==> src/rtl/ones_run_pkg.sv <==
// Shared encodings for the twin-model consecutive-ones detector.
// Assumes: the state-only machine uses a 2-bit binary code, and code 11 is unused.
package ones_run_pkg;

    localparam int MOORE_W = 2;

    typedef enum logic {
        ML_IDLE  = 1'b0,
        ML_ARMED = 1'b1
    } mealy_st_e;

    typedef enum logic [MOORE_W-1:0] {
        MR_IDLE = 2'b00,
        MR_ONE  = 2'b01,
        MR_RUN  = 2'b10
    } moore_st_e;

endpackage

==> src/rtl/ones_mealy_fsm.sv <==
// Two-state input-dependent detector: the flag is raised on the arc taken
// when a 1 arrives while the previous sampled bit was also 1.
// Assumes: synchronous active-low reset; x is stable around the rising edge.
module ones_mealy_fsm
    import ones_run_pkg::*;
(
    input  logic clk,
    input  logic rst_n,
    input  logic x,
    output logic y
);

    mealy_st_e st_q, st_d;

    // Next-state choice: any 1 arms the machine, any 0 disarms it.
    always_comb begin
        st_d = x ? ML_ARMED : ML_IDLE;
    end

    // State register with synchronous reset to idle.
    always_ff @(posedge clk) begin
        if (!rst_n) st_q <= ML_IDLE;
        else        st_q <= st_d;
    end

    // Arc output: asserted only when armed and the present bit is 1.
    always_comb begin
        y = (st_q == ML_ARMED) && x;
    end

    // the cycle after a reset edge shows no hit.
    p_reset_quiet_r1: assert property (@(posedge clk) disable iff (!rst_n)
        $rose(rst_n) |-> !y);

    // two sampled 1s in a row give a same-cycle hit.
    p_pair_hit_r3: assert property (@(posedge clk) disable iff (!rst_n)
        (x && $past(x) && $past(rst_n)) |-> y);

    // a present 0 never produces a hit.
    p_zero_quiet_r4: assert property (@(posedge clk) disable iff (!rst_n)
        !x |-> !y);

    // a 1 after a sampled 0 is not a hit.
    p_first_one_r2: assert property (@(posedge clk) disable iff (!rst_n)
        (x && !$past(x)) |-> !y);

endmodule

==> src/rtl/ones_moore_fsm.sv <==
// Three-state state-only detector: idle -> one seen -> run on consecutive 1s,
// with the flag decoded from the run state alone.
// Assumes: synchronous active-low reset; the unused code 11 leads to idle.
module ones_moore_fsm
    import ones_run_pkg::*;
(
    input  logic clk,
    input  logic rst_n,
    input  logic x,
    output logic y
);

    moore_st_e st_q, st_d;

    // Next-state choice: climb on 1s and saturate in run; drop to idle on 0.
    always_comb begin
        st_d = MR_IDLE;
        if (x) begin
            case (st_q)
                MR_IDLE: st_d = MR_ONE;
                MR_ONE:  st_d = MR_RUN;
                MR_RUN:  st_d = MR_RUN;
                default: st_d = MR_IDLE;
            endcase
        end
    end

    // State register with synchronous reset to idle.
    always_ff @(posedge clk) begin
        if (!rst_n) st_q <= MR_IDLE;
        else        st_q <= st_d;
    end

    // State decode: the flag is high only in the run state.
    always_comb begin
        y = (st_q == MR_RUN);
    end

    // the cycle after a reset edge the flag is low.
    p_reset_low_r1: assert property (@(posedge clk) disable iff (!rst_n)
        $rose(rst_n) |-> !y);

    // two sampled 1s give a raised flag.
    p_run_on_r5: assert property (@(posedge clk) disable iff (!rst_n)
        ($past(rst_n) && $past(rst_n, 2) && $past(x) && $past(x, 2)) |-> y);

    // a sampled 0 clears the flag.
    p_zero_off_r6: assert property (@(posedge clk) disable iff (!rst_n)
        ($past(rst_n) && !$past(x)) |-> !y);

    // the unused code is never entered.
    p_code_legal_r6: assert property (@(posedge clk) disable iff (!rst_n)
        st_q != 2'b11);

endmodule

==> src/rtl/ones_run_detect.sv <==
// Top: feeds one serial input to both detector styles side by side.
// Assumes: synchronous active-low reset shared by both machines.
module ones_run_detect (
    input  logic clk,
    input  logic rst_n,
    input  logic x,
    output logic y_mealy,
    output logic y_moore
);

    ones_mealy_fsm u_mealy (
        .clk   (clk),
        .rst_n (rst_n),
        .x     (x),
        .y     (y_mealy)
    );

    ones_moore_fsm u_moore (
        .clk   (clk),
        .rst_n (rst_n),
        .x     (x),
        .y     (y_moore)
    );

    // the state-only flag repeats the input-dependent flag one cycle later.
    p_skew_one_r8: assert property (@(posedge clk) disable iff (!rst_n)
        $past(rst_n) |-> (y_moore == $past(y_mealy)));

endmodule

==> config.mk <==
export PLATFORM = sky130hd
export DESIGN_NAME = ones_run_detect
export DESIGN_NICKNAME = d
export VERILOG_FILES = /design/src/rtl/ones_run_pkg.sv /design/src/rtl/ones_mealy_fsm.sv /design/src/rtl/ones_moore_fsm.sv /design/src/rtl/ones_run_detect.sv
export SDC_FILE = /design/constraint.sdc
export NUM_CORES = 1
export LEC_CHECK = 0
export CORE_AREA = 2 2 39 41
export DETAILED_ROUTE_END_ITERATION = 8
export DIE_AREA = 0 0 41 43
export PLACE_DENSITY_LB_ADDON = 0.05
export SLEW_MARGIN = 10
export SYNTH_ARGS = -nofsm -noshare
export SYNTH_HDL_FRONTEND = slang
export SYNTH_SLANG_ARGS = --single-unit
==> constraint.sdc <==
create_clock -name clk -period 1.45 [get_ports clk]
set_clock_uncertainty 0.2 [all_clocks]
set_input_delay 0.2175 -clock clk [delete_from_list [all_inputs] [get_ports clk]]
set_output_delay 0.2175 -clock clk [all_outputs]
set_load 0.01 [all_outputs]
==> summary.md <==
| Metric | Value |
|---|---|
| Hold path depth | 3 |
| Reg-to-reg slack, setup | roughly 0.35 ns |
| First-pass GRT wire length | a little over 400 um |
| Seq/Total Area, Yosys | approximately 50% |
| Hold path start | u_moore.st_q[1]$_SDFF_PN0_ |
| Max Cap Viol | 0 |
| Pins Over Slew Limit | 0 |
| Antenna Nets Post-Route | 0 |
| Final period util | 93.35% |
| Hold Slack | between 0.4 and 0.5 ns |
| Static leakage | 0.09655 nW |
| Final Core Density | about 15% |
| Fraction of layout cells with a size suffix above 1 | about a third |
| Drt total wl | around 240 um |
| Die Span Y | between 40 and 50 um |
| Iter 0 DRT Violations | 0 |
| Hold-fix buffers at CTS | 0 |
| CTS tree | yes |
| Status | finished, final reports clean |
| Endpoints failing hold | 0 |
| CTS root buf | clkbuf_4 |
| Initial Util | approximately 8.6% |
| Crit path required time | ~1.0 ns |
| Syn Inst Count | 11 |
| Detailed placement HPWL | between 150 and 200 um |
| Hold Path End | u_moore.st_q[1]$_SDFF_PN0_ |
| Slew margin rel. | a little over nine tenths |
| P&R area growth vs syn | 70.53% |
| R2R cell count | 3 |
| Startpoint class of the critical path | input port |
| Worst Path Max Fanout | 2 |
| Critical R2R Launch | u_moore.st_q[0]$_SDFF_PN0_ |
| Syn Area/Cell | between 10 and 15 um2 |
| Die area | approximately 0.0018 mm2 |
| RSZ-0062 raised after global routing | no |
| Finish-stage setup viols | 0 |
| Yosys reg bits | 3 |
| Min-delay worst type | flop to flop |
| Maximum vdd ir drop | 0.0002924 V |
| Grt ovf | 0 |
| Critical path's slowest cell | clkdlybuf4s50_1 |
| Port bufs | 4 |
| Drt wl/cell | roughly 6.6 um |
| CP Capture Type | primary output |
| # diodes | 0 |
| Tightest Pin Transition | 0.08997 ns |
| Crit path DAT | approximately 0.94 ns |
| Worst Path Class, Setup | input port to primary output |
| Vias in the first global route | 114 |
| Initial DRT Pass Iterations | 1 |
| CTS Buf Count | 3 |
| Core ar. | around 0.0014 mm2 |
| Die width | 41 um |
| Clk pin slew, worst setup/hold paths | around 0.040 ns |
| Crit-path cells | clkdlybuf4s50_1, and2_1, buf_2 |
| FMAX | ~740 MHz |
| FP Rows | 14 |
| Pin count of the biggest net entering global routing | 4 |
| Crit path largest cell delay | roughly 0.47 ns |
| DR vias/cell | between 2 and 3 |
| Gr usage total | approximately 4.3% |
| Nets | 26 |
| IO Pins | 5 |
| Post-CTS resize count | 6 |
| Reg-to-reg endpoint | u_moore.st_q[1]$_SDFF_PN0_ |
| Initial antenna violation count | 0 |
| Pwr Density | about 1300 mW/mm2 |
| Sink Count | 3 |
| Clk buf depth | 2 |
| Ys Warns | 0 |
| DRC | 0 |
| Setup bufs post-CTS | 0 |
| Post-synth cell types | 6 |
| Syn Nets | 16 |
| Latest clock arrival within the worst-skew pair | about 0.23 ns |
| GPL Wtd Cong | 0.5141 |
| Routed vias | between 90 and 100 |
| Tmin final | about 1.4 ns |
| Synthesized area | 118.9 um2 |
| Fillers | between 150 and 200 |
| H-tree depth | 1 |
-- layout by cell type (no fill, tap or decap) --
cell / Yosys / routed
and2_1: 1 / 1
and2_2: 1 / 1
and3_1: 2 / 2
buf_2: 0 / 1
buf_4: 0 / 1
clkbuf_1: 0 / 1
clkbuf_2: 0 / 1
clkbuf_4: 0 / 3
clkdlybuf4s50_1: 0 / 2
dfxtp_1: 3 / 3
ha_1: 2 / 2
inv_1: 2 / 2
-- how the worst max path moves through the flow --
stage / from / end / depth (start not counted)
after floorplan: u_moore.st_q[0]$_SDFF_PN0_ / u_moore.st_q[1]$_SDFF_PN0_ / 3
after global placement: x / y_mealy / 3
after detailed placement: x / y_mealy / 3
after CTS: u_moore.st_q[0]$_SDFF_PN0_ / y_moore / 3
after global routing: x / y_mealy / 3
final: x / y_mealy / 3
-- area by class of cell --
class | instances | area, um2 | area share, %
clock buffer | 4 | 26.28 | 12.96
inverter | 2 | 7.507 | 3.704
multi-input combinational | 6 | 51.30 | 25.31
sequential | 3 | 60.06 | 29.63
tap | 16 | 20.02 | 9.877
timing repair buffer | 5 | 37.54 | 18.52
-- state kept, by name (all words and copies together) (netlist names) --
name	cells
u_mealy.st_q	1
u_moore.st_q	2
-- per-stage QoR --
stage               setup WS, ns  std cells  cell area (um2)  power, mW  setup TNS, ns
floorplan                 0.3778         11            118.9    0.09758              0
global placement         -0.3167         32            186.4     0.1122        -0.3167
detailed placement       -0.3153         32            186.4     0.1117        -0.3153
CTS                      0.03034         36            207.7     0.2664              0
global route             0.05112         36            202.7     0.2780              0
finish                   0.09636         36            202.7     0.2562              0
-- worst max-delay path: cells and delay by family --
family / cells / cell delay, ns
buffers and inverters: 2 / 0.59
and+or+nand+nor: 1 / 0.13
-- metal layers --
| layer | share of wire [%] | track usage (%) | vias to the layer above |
|---|---|---|---|
| met5 | 0 | 0 | - |
| met4 | 0 | 10.00 | 0 |
| met3 | 6.8 | 1.571 | 0 |
| met2 | 45 | 3.750 | 5 |
| met1 | 47 | 4.167 | 40 |
| li1 | - | - | 51 |
-- cells in the mapped netlist, drive strengths merged --
library cell | instances | area [um2]
dfxtp | 3 | 60.06
inv | 2 | 7.510
and2 | 2 | 13.77
ha | 2 | 25.02
and3 | 2 | 12.51
-- power breakdown --
group	total [mW]	internal [mW]	switching, mW
logic	0.0199	0.0123	0.00759
registers	0.0883	0.0872	0.00110
clock network	0.148	0.103	0.0447
total	0.256	0.203	0.0534
-- cell families after synthesis --
group	count (synthesis)	share of synthesized area, %
adders and majority gates	2	21.05
buffers and inverters	2	6.318
DFF	3	50.53
and+or+nand+nor	4	22.11
Note: power is estimated with default switching activity, not from simulation.
